===== config.mk =====
export PLATFORM = sky130hd
export DESIGN_NAME = intc_core
export DESIGN_NICKNAME = d
export VERILOG_FILES = /design/src/rtl/intc_pkg.sv /design/src/rtl/intc_src_latch.sv /design/src/rtl/intc_prio_pick.sv /design/src/rtl/intc_core.sv
export SDC_FILE = /design/constraint.sdc
export NUM_CORES = 1
export LEC_CHECK = 0
export CAP_MARGIN = 10
export CORE_ASPECT_RATIO = 1.25
export CORE_MARGIN = 1.5
export CORE_UTILIZATION = 38
export DETAILED_ROUTE_END_ITERATION = 16
export PLACE_DENSITY_LB_ADDON = 0.1
export SYNTH_ARGS = -nofsm -noshare
export SYNTH_HDL_FRONTEND = slang
export SYNTH_SLANG_ARGS = --single-unit

===== constraint.sdc =====
create_clock -name clk -period 1.8 [get_ports clk]
set_clock_uncertainty 0.15 [all_clocks]
set_input_delay 0.36 -clock clk [delete_from_list [all_inputs] [get_ports clk]]
set_output_delay 0.36 -clock clk [all_outputs]
set_load 0.005 [all_outputs]

===== src/rtl/intc_pkg.sv =====
package intc_pkg;
  localparam int unsigned CFG_LVL1_BIT = 6;
  localparam int unsigned CFG_POL2_BIT = 5;
  localparam int unsigned CFG_GEN_BIT  = 4;

  typedef struct packed {
    logic gen;
    logic lvl1;
    logic pol2;
  } intc_cfg_t;
endpackage


===== src/rtl/intc_src_latch.sv =====
module intc_src_latch #(
  parameter bit PREV_INIT = 1'b1
) (
  input  logic clk,
  input  logic rst,
  input  logic line_i,
  input  logic level_i,
  input  logic rise_i,
  input  logic clr_i,
  output logic pend_o
);
  logic prev_q, flag_q, flag_d, evt;

  always_comb begin
    evt = rise_i ? (~prev_q & line_i) : (prev_q & ~line_i);
    if (level_i) flag_d = 1'b0;
    else         flag_d = evt | (flag_q & ~clr_i);
    pend_o = level_i ? ~line_i : flag_d;
  end

  always_ff @(posedge clk) begin
    if (rst) begin
      prev_q <= PREV_INIT;
      flag_q <= 1'b0;
    end else begin
      prev_q <= line_i;
      flag_q <= flag_d;
    end
  end
endmodule


===== src/rtl/intc_prio_pick.sv =====
module intc_prio_pick #(
  parameter int N = 4,
  parameter int W = 3
) (
  input  logic [N-1:0] pend_i,
  output logic         any_o,
  output logic [W-1:0] idx_o
);
  always_comb begin
    any_o = |pend_i;
    idx_o = '0;
    for (int i = N - 1; i >= 0; i--) begin
      if (pend_i[i]) idx_o = W'(i);
    end
  end
endmodule


===== src/rtl/intc_core.sv =====
module intc_core
  import intc_pkg::*;
#(
  parameter int NUM_MASK = 4,
  parameter int ADDR_W   = 8,
  parameter int DATA_W   = 8,
  parameter logic [ADDR_W-1:0] CFG_ADDR = 'hC8,
  localparam int VEC_W   = $clog2(NUM_MASK + 1),
  localparam int NPER    = NUM_MASK - 2
) (
  input  logic              clk,
  input  logic              rst,
  input  logic              nmi_n,
  input  logic              ext1_n,
  input  logic              ext2_n,
  input  logic [NPER-1:0]   periph_irq,
  input  logic              cfg_we,
  input  logic [ADDR_W-1:0] cfg_addr,
  input  logic [DATA_W-1:0] cfg_wdata,
  input  logic              irq_ack,
  input  logic              irq_ret,
  output logic              irq_req,
  output logic [VEC_W-1:0]  irq_vec,
  output logic              wake
);
  intc_cfg_t cfg_q, cfg_d;
  logic nmi_act_q, nmi_act_d, msk_act_q, msk_act_d;
  logic req_q, req_d, wake_q, wake_d;
  logic [VEC_W-1:0] vec_q, vec_d;
  logic [NUM_MASK-1:0] m_line, m_lvl, m_rise, m_clr, m_pend;
  logic nmi_pend, ack_take, ack_nmi, m_any;
  logic [VEC_W-1:0] m_idx;
  logic unused_cfg_bits;

  assign unused_cfg_bits = ^{cfg_wdata[DATA_W-1], cfg_wdata[3:0]};

  // configuration register
  always_comb begin
    cfg_d = cfg_q;
    if (cfg_we && cfg_addr == CFG_ADDR) begin
      cfg_d.gen  = cfg_wdata[CFG_GEN_BIT];
      cfg_d.lvl1 = cfg_wdata[CFG_LVL1_BIT];
      cfg_d.pol2 = cfg_wdata[CFG_POL2_BIT];
    end
  end

  assign ack_take = irq_ack & req_q;
  assign ack_nmi  = ack_take & (vec_q == '0);

  intc_src_latch #(.PREV_INIT(1'b1)) u_nmi (
    .clk(clk), .rst(rst), .line_i(nmi_n), .level_i(1'b0), .rise_i(1'b0),
    .clr_i(ack_nmi), .pend_o(nmi_pend)
  );

  for (genvar i = 0; i < NUM_MASK; i++) begin : g_src
    if (i == 0) begin : g_ext1
      assign m_line[i] = ext1_n;
      assign m_lvl[i]  = cfg_q.lvl1;
      assign m_rise[i] = 1'b0;
    end else if (i == 1) begin : g_ext2
      assign m_line[i] = ext2_n;
      assign m_lvl[i]  = 1'b0;
      assign m_rise[i] = cfg_q.pol2;
    end else begin : g_per
      assign m_line[i] = periph_irq[i-2];
      assign m_lvl[i]  = 1'b0;
      assign m_rise[i] = 1'b1;
    end
    assign m_clr[i] = ack_take & (vec_q == VEC_W'(i + 1));
    intc_src_latch #(.PREV_INIT(i < 2 ? 1'b1 : 1'b0)) u_latch (
      .clk(clk), .rst(rst), .line_i(m_line[i]), .level_i(m_lvl[i]),
      .rise_i(m_rise[i]), .clr_i(m_clr[i]), .pend_o(m_pend[i])
    );
  end

  intc_prio_pick #(.N(NUM_MASK), .W(VEC_W)) u_pick (
    .pend_i(m_pend), .any_o(m_any), .idx_o(m_idx)
  );

  // handler tracking and next request
  always_comb begin
    nmi_act_d = nmi_act_q;
    msk_act_d = msk_act_q;
    if (ack_nmi)                    nmi_act_d = 1'b1;
    else if (irq_ret && nmi_act_q)  nmi_act_d = 1'b0;
    if (ack_take && !ack_nmi)       msk_act_d = 1'b1;
    else if (irq_ret && !nmi_act_q) msk_act_d = 1'b0;

    req_d = 1'b0;
    vec_d = '0;
    if (nmi_pend && !nmi_act_d) begin
      req_d = 1'b1;
    end else if (!nmi_act_d && !msk_act_d && cfg_d.gen && m_any) begin
      req_d = 1'b1;
      vec_d = m_idx + VEC_W'(1);
    end
    wake_d = cfg_d.gen & (nmi_pend | m_any);
  end

  always_ff @(posedge clk) begin
    if (rst) begin
      cfg_q     <= '0;
      nmi_act_q <= 1'b0;
      msk_act_q <= 1'b0;
      req_q     <= 1'b0;
      vec_q     <= '0;
      wake_q    <= 1'b0;
    end else begin
      cfg_q     <= cfg_d;
      nmi_act_q <= nmi_act_d;
      msk_act_q <= msk_act_d;
      req_q     <= req_d;
      vec_q     <= vec_d;
      wake_q    <= wake_d;
    end
  end

  assign irq_req = req_q;
  assign irq_vec = vec_q;
  assign wake    = wake_q;

  a_r7_no_nmi_nest: assert property (@(posedge clk) disable iff (rst)
    nmi_act_q |-> !(req_q && vec_q == '0));
  a_r8_no_mask_nest: assert property (@(posedge clk) disable iff (rst)
    ((msk_act_q || nmi_act_q) && req_q) |-> (vec_q == '0));
  a_r5_gen_gate: assert property (@(posedge clk) disable iff (rst)
    (req_q && vec_q != '0) |-> cfg_q.gen);
  a_r10_wake_gen: assert property (@(posedge clk) disable iff (rst)
    wake_q |-> cfg_q.gen);
  a_r6_vec_range: assert property (@(posedge clk) disable iff (rst)
    req_q |-> (vec_q <= VEC_W'(NUM_MASK)));
  a_r9_ack_drop: assert property (@(posedge clk) disable iff (rst)
    (irq_ack && req_q) |=> !(req_q && vec_q == $past(vec_q)));
endmodule


==> flow_summary.json, run 1 <==
{
  "cp_slowest_cell": "dfxtp_2",
  "syn_inst": 87,
  "power_mw": 0.831,
  "p_leak_nw": 0.578,
  "fin_crit_sh_pct": 103,
  "hpwlAfterDp_um": 1430,
  "slew_headroom_pct": 65.7,
  "overflow": 0,
  "ys_seq_area_share_pct": 48.3,
  "worstHoldPathType": "reg2reg",
  "via_per_inst": 5.25,
  "critPathCaptureType": "flop",
  "cap_violations": 0,
  "setup_violations": 3,
  "yosys_warnings": 0,
  "drc": 0,
  "cts_root_buffer": "clkbuf_4",
  "die_x_um": 44.8,
  "violations": "setup timing",
  "required_ns": 1.85,
  "antenna_found_initial": 0,
  "grt_pass1_vias": 762,
  "h-tree-depth": 1,
  "place_area_um2": 1190,
  "drt_wl_total_um": 1950,
  "num_rows": 18,
  "dieArea_um2": 2470,
  "vias": 772,
  "clock_latency_ns": 0.31,
  "syn_nets": 114,
  "ys_types": 34,
  "final_area_um2": 1260,
  "r2r_end": "irq_vec[1]$_SDFF_PP0_",
  "hold_viol": 0,
  "wl_per_cell_um": 13.3,
  "drive_above_1_share_pct": 29.1,
  "finalNetCount": 156,
  "tightest_slew_ns": 0.514,
  "cpPeakStageDelay_ns": 0.34,
  "area_delta_synth_final_pct": 52.0,
  "whs_endpoint": "g_src[0].u_latch.flag_q$_SDFF_PP0_",
  "path_class": "reg2reg",
  "grt_pass1_wl_um": 3130,
  "die_y_um": 55.2,
  "port_buffers": 25,
  "cts.sinks": 20,
  "drt_iter0_drc": 10,
  "grt_max_degree": 17,
  "cts_hold_buf": 0,
  "stdcell_count": 147,
  "clock_path_buffers": 2,
  "setup_tns_ns": -0.0979,
  "path_cells": "nand4b_1 -> a221oi_2 -> nand3_2 -> nor3b_2 -> ha_1 -> nor3b_2",
  "cp_max_fo": 3,
  "start_util_pct": 40.9,
  "gp_congestion": 0.763,
  "critPathLaunchType": "flop",
  "antenna_left": 0,
  "grt_setup_unrepaired": "true",
  "fin_ws_ns": -0.0591,
  "synth_seq_cells": 20,
  "outcome": "finished, violations left",
  "cts.clk_slew.worst_paths_ns": 0.10,
  "reg2reg_setup_slack_ns": -0.06,
  "diodes": 0,
  "cpMostUsedCell": "nor3b_2",
  "slew_violations": 0,
  "syn-cell-area_um2": 828,
  "ios": 31,
  "hold-path-cell-count": 2,
  "fmax_mhz": 538,
  "drtPass1Iterations": 4,
  "powerDensity_nw_per_um2": 660,
  "cts_tree": "yes",
  "critical_path_arrival_ns": 1.91,
  "min_from": "g_src[0].u_latch.prev_q$_SDFF_PP1_",
  "peakVddDrop_v": 0.000418,
  "grt_util_all_layers_pct": 17.3,
  "coreArea_um2": 2030,
  "placed_cells": 142,
  "numCtsBuffers": 3,
  "fin_crit_ns": 1.86,
  "reg2reg_from": "irq_vec[2]$_SDFF_PP0_",
  "r2r_cells": 6,
  "syn-mean-instance-area_um2": 9.52
}
synth_stat cells, drive strengths merged:
cell | instances | area (um^2)
a31o | 1 | 8.76
nand2 | 3 | 11.3
or3 | 1 | 6.26
or3b | 1 | 11.3
nor4bb | 1 | 10.0
o21ai | 3 | 15.0
clkbuf | 1 | 3.75
maj3 | 1 | 11.3
nand4 | 1 | 6.26
dfxtp | 20 | 400
mux2i | 3 | 30.0
nand3b | 1 | 7.51
a22oi | 1 | 7.51
nor3b | 4 | 30.0
a221oi | 1 | 8.76
nand2b | 2 | 12.5
nor3 | 2 | 15.0
or2 | 5 | 31.3
inv | 4 | 15.0
and3b | 1 | 8.76
a21oi | 5 | 25.0
nor2b | 5 | 31.3
nand4b | 1 | 8.76
nor2 | 10 | 37.5
nand3 | 1 | 5.00
a211oi | 1 | 7.51
o31ai | 1 | 7.51
o22ai | 1 | 6.26
o41ai | 1 | 8.76
and2 | 1 | 8.76
a211o | 1 | 8.76
ha | 1 | 12.5
o21ba | 1 | 10.0
critical path: cells and delay by family (launching register included):
kind                     cells  cell delay [ns]
AND/OR/NAND/NOR              4             0.62
flip-flops                   1             0.34
AO/OA/AOI/OAI                1             0.34
adder cells (fa/ha/maj)      1             0.29
worst max path at each step:
stage / start / endpoint / slack [ns] / cells after the start
floorplan: irq_vec[2]$_SDFF_PP0_ / irq_vec[1]$_SDFF_PP0_ / 0.008 / 7
global placement: irq_ack / irq_vec[1]$_SDFF_PP0_ / -0.56 / 8
detailed placement: irq_ack / irq_vec[1]$_SDFF_PP0_ / -0.57 / 8
CTS: irq_vec[2]$_SDFF_PP0_ / irq_vec[1]$_SDFF_PP0_ / -0.09 / 7
global route: irq_vec[2]$_SDFF_PP0_ / irq_vec[1]$_SDFF_PP0_ / -0.16 / 6
finish: irq_vec[2]$_SDFF_PP0_ / irq_vec[1]$_SDFF_PP0_ / -0.06 / 6
stage by stage:
step	hold slack [ns]	util, %	worst slack, ns
floorplan	0.282	-	0.00779
global placement	0.323	59.0	-0.557
detailed placement	0.321	59.0	-0.568
CTS	0.342	60.9	-0.0885
global route	0.364	62.1	-0.160
finish	0.336	62.1	-0.0591
what timing repair did:
action,in CTS,in global routing
endpoints found under the setup margin,6,9
cloned,0,0
gates resized for setup,9,9
buffers inserted,1,1
pin swaps,10,4
metal layers:
| metal | global-route usage, % | share of wire, % |
|---|---|---|
| met1 | 19.4 | 42 |
| met2 | 26.9 | 49 |
| met3 | 5.23 | 7.7 |
| met4 | 11.7 | 1.6 |
| met5 | 0 | 0 |
area by class of cell:
| cell class | count | area, um^2 |
|---|---|---|
| well taps | 20 | 25.0 |
| flip-flops and latches | 20 | 405 |
| fillers | 196 | 768 |
| multi-input cells | 62 | 445 |
| repair buffers | 38 | 345 |
| clock buffers | 3 | 22.5 |
| inverters | 4 | 15.0 |
layout by cell type (no fill, tap or decap), types with 2 or more instances in the layout:
cell type and instances:
or2_2 5, nor3b_2 3, clkbuf_4 3, dlymetal6s2s_1 2
nor2b_1 5, mux2i_1 3, inv_1 4, nand2_1 3
dfxtp_1 16, dfxtp_2 4, o21ai_1 2, nor2_1 10
a21oi_1 4, clkdlybuf4s50_1 17, buf_4 13, dlygate4sd2_1 6
nand2b_1 2
cells by family (layout without fill, tap and decap cells):
group | Yosys count | after routing | share of synthesized area, %
multiplexers | 3 | 3 | 3.63
adder cells (fa/ha/maj) | 2 | 2 | 2.87
AND/OR/NAND/NOR | 40 | 40 | 29.2
AO/OA/AOI/OAI | 17 | 17 | 13.7
buffers and inverters | 5 | 45 | 2.26
flip-flops | 20 | 20 | 48.3
power by group:
group          switching [mW]  internal (mW)
sequential            0.00709          0.460
clock                   0.137         0.0785
combinational          0.0571         0.0908
state kept, by name, indices dropped and copies added (netlist names), 3 cells and up:
name	flops
g_src.u_latch.prev_q	4
g_src.u_latch.flag_q	4
cfg_q	3
irq_vec	3
No activity file was read; power rests on OpenSTA's default activity.
==> run 2: changes to the inputs <==
CORE_UTILIZATION = 45   (was 38)
DONT_BUFFER_PORTS = 1   (was default)
==> flow_summary.json, run 2 (same netlist as run 1, synthesis figures left out) <==
{
  "place_area_um2": 958,
  "port_buffers": 0,
  "ios": 31,
  "drt_wl_total_um": 1640,
  "r2r_end": "irq_vec[1]$_SDFF_PP0_",
  "diodes": 0,
  "multi_input_area_um2": 440,
  "fin_crit_sh_pct": 101,
  "powerDensity_nw_per_um2": 773,
  "overflow": 0,
  "tightest_slew_ns": 0.467,
  "peakVddDrop_v": 0.000510,
  "hold-path-cell-count": 1,
  "dieArea_um2": 2110,
  "path_class": "reg2reg",
  "drt_iter0_drc": 7,
  "cts_root_buffer": "clkbuf_4",
  "cpPeakStageDelay_ns": 0.34,
  "power_mw": 0.827,
  "preCtsSetupSlack_ns": -0.0722,
  "h-tree-depth": 1,
  "register_area_um2": 403,
  "required_ns": 1.84,
  "outcome": "finished, violations left",
  "critPathLaunchType": "flop",
  "min_from": "periph_irq[0]",
  "violations": "setup timing",
  "cts_setup_buffers": 0,
  "crit_family": "simple AND/OR/NAND/NOR gates",
  "cp_slowest_cell": "dfxtp_2",
  "fin_util_pct": 61.3,
  "wl_per_cell_um": 12.9,
  "antenna_found_initial": 0,
  "clock_path_buffers": 2,
  "mostFrequentLayoutCells": "dfxtp_1 (18), buf_4 (12), nor2_1 (9)",
  "antenna_left": 0,
  "grt_pass1_vias": 630,
  "critPathCaptureType": "flop",
  "hold_viol": 0,
  "drive_above_1_share_pct": 32.4,
  "fmax_mhz": 548,
  "fillers": 158,
  "drtPass1Iterations": 4,
  "reg2reg_setup_slack_ns": -0.02,
  "cp_max_fo": 3,
  "coreArea_um2": 1740,
  "cap_violations": 0,
  "numCtsBuffers": 3,
  "cts.sinks": 20,
  "path_cells": "and3b_1 -> nand3b_1 -> a211o_1 -> a21oi_1 -> nor2_1 -> ha_1 -> nor3b_1",
  "grt_pass1_wl_um": 2490,
  "gp_congestion": 0.779,
  "slew_headroom_pct": 68.8,
  "die_x_um": 41.4,
  "drc": 0,
  "cts.clk_slew.worst_paths_ns": 0.11,
  "die_y_um": 51.0,
  "fin_crit_ns": 1.82,
  "p_leak_nw": 0.466,
  "start_util_pct": 47.5,
  "critical_path_arrival_ns": 1.86,
  "path_buf_inv": 0,
  "finalNetCount": 136,
  "grt_util_all_layers_pct": 17.8,
  "fin_ws_ns": -0.0245,
  "hpwlAfterDp_um": 1180,
  "via_per_inst": 5.44,
  "r2r_cells": 7,
  "area_delta_synth_final_pct": 29.2,
  "grt_setup_unrepaired": "true",
  "num_rows": 17,
  "final_common_cell": "dfxtp_1",
  "final_area_um2": 1070,
  "clock_latency_ns": 0.29,
  "reg2reg_from": "irq_vec[2]$_SDFF_PP0_",
  "whs_endpoint": "g_src[2].u_latch.prev_q$_SDFF_PP0_",
  "vias": 691,
  "slew_violations": 0,
  "largestRegisters": "g_src.u_latch.flag_q: 4 flops, g_src.u_latch.prev_q: 4 flops",
  "worstHoldPathType": "in2reg",
  "setup_violations": 1,
  "grt_max_degree": 12,
  "cts_tree": "yes"
}
-- run 2: worst max path at each step --
| stage | startpoint | end | cells past startpoint |
|---|---|---|---|
| 5_1_grt | irq_vec[2]$_SDFF_PP0_ | irq_vec[1]$_SDFF_PP0_ | 6 |
| 6_report | irq_vec[2]$_SDFF_PP0_ | irq_vec[1]$_SDFF_PP0_ | 7 |
| 4_1_cts | irq_vec[2]$_SDFF_PP0_ | irq_vec[1]$_SDFF_PP0_ | 7 |
| 3_5_place_dp | irq_vec[2]$_SDFF_PP0_ | irq_vec[1]$_SDFF_PP0_ | 6 |
| 2_1_floorplan | irq_vec[2]$_SDFF_PP0_ | irq_vec[1]$_SDFF_PP0_ | 7 |
| 3_3_place_gp | irq_vec[2]$_SDFF_PP0_ | irq_vec[1]$_SDFF_PP0_ | 6 |
-- run 2: worst register-to-register path: stages (launching register included) --
cell and delay, ns:
dfxtp_2 0.34, and3b_1 0.22, nand3b_1 0.08, a211o_1 0.33
a21oi_1 0.14, nor2_1 0.05, ha_1 0.29, nor3b_1 0.13
-- run 2: layout make-up --
class / instances / share of cell area (%)
tap: 19 / 2.22
inverter: 4 / 1.40
multi-input combinational: 62 / 41.2
timing repair buffer: 18 / 14.2
sequential: 20 / 37.7
clock buffer: 4 / 3.39
-- run 2: timing repair --
item	in CTS	in global routing
hold buffers	1	4
endpoints found under the hold margin	11	3
endpoints found under the setup margin	4	4
resized for setup	1	6
pin swaps	0	1
-- run 2: routing by layer --
layer  up-vias  part of all wire [%]  GRT usage (%)
met5         -                     0              0
met3         4                   9.2           6.52
met4         0                   1.4           6.45
met2        21                    46           28.9
met1       316                    44           20.4
li1        350                     -              -
-- run 2: report_power, final --
part	internal, mW	switching (mW)
Clock	0.123	0.133
Sequential	0.461	0.00661
Combinational	0.0582	0.0445
-- run 2: metrics by stage --
stage / instances / hold WS, ns / TNS (ns)
after CTS: 123 / 0.00249 / -0.0811
after floorplan: 87 / 0.282 / 0
after detailed placement: 118 / 0.286 / -0.108
final: 127 / 0.0375 / -0.0245
after global placement: 118 / 0.284 / -0.0351
after global routing: 127 / 0.0177 / -0.218
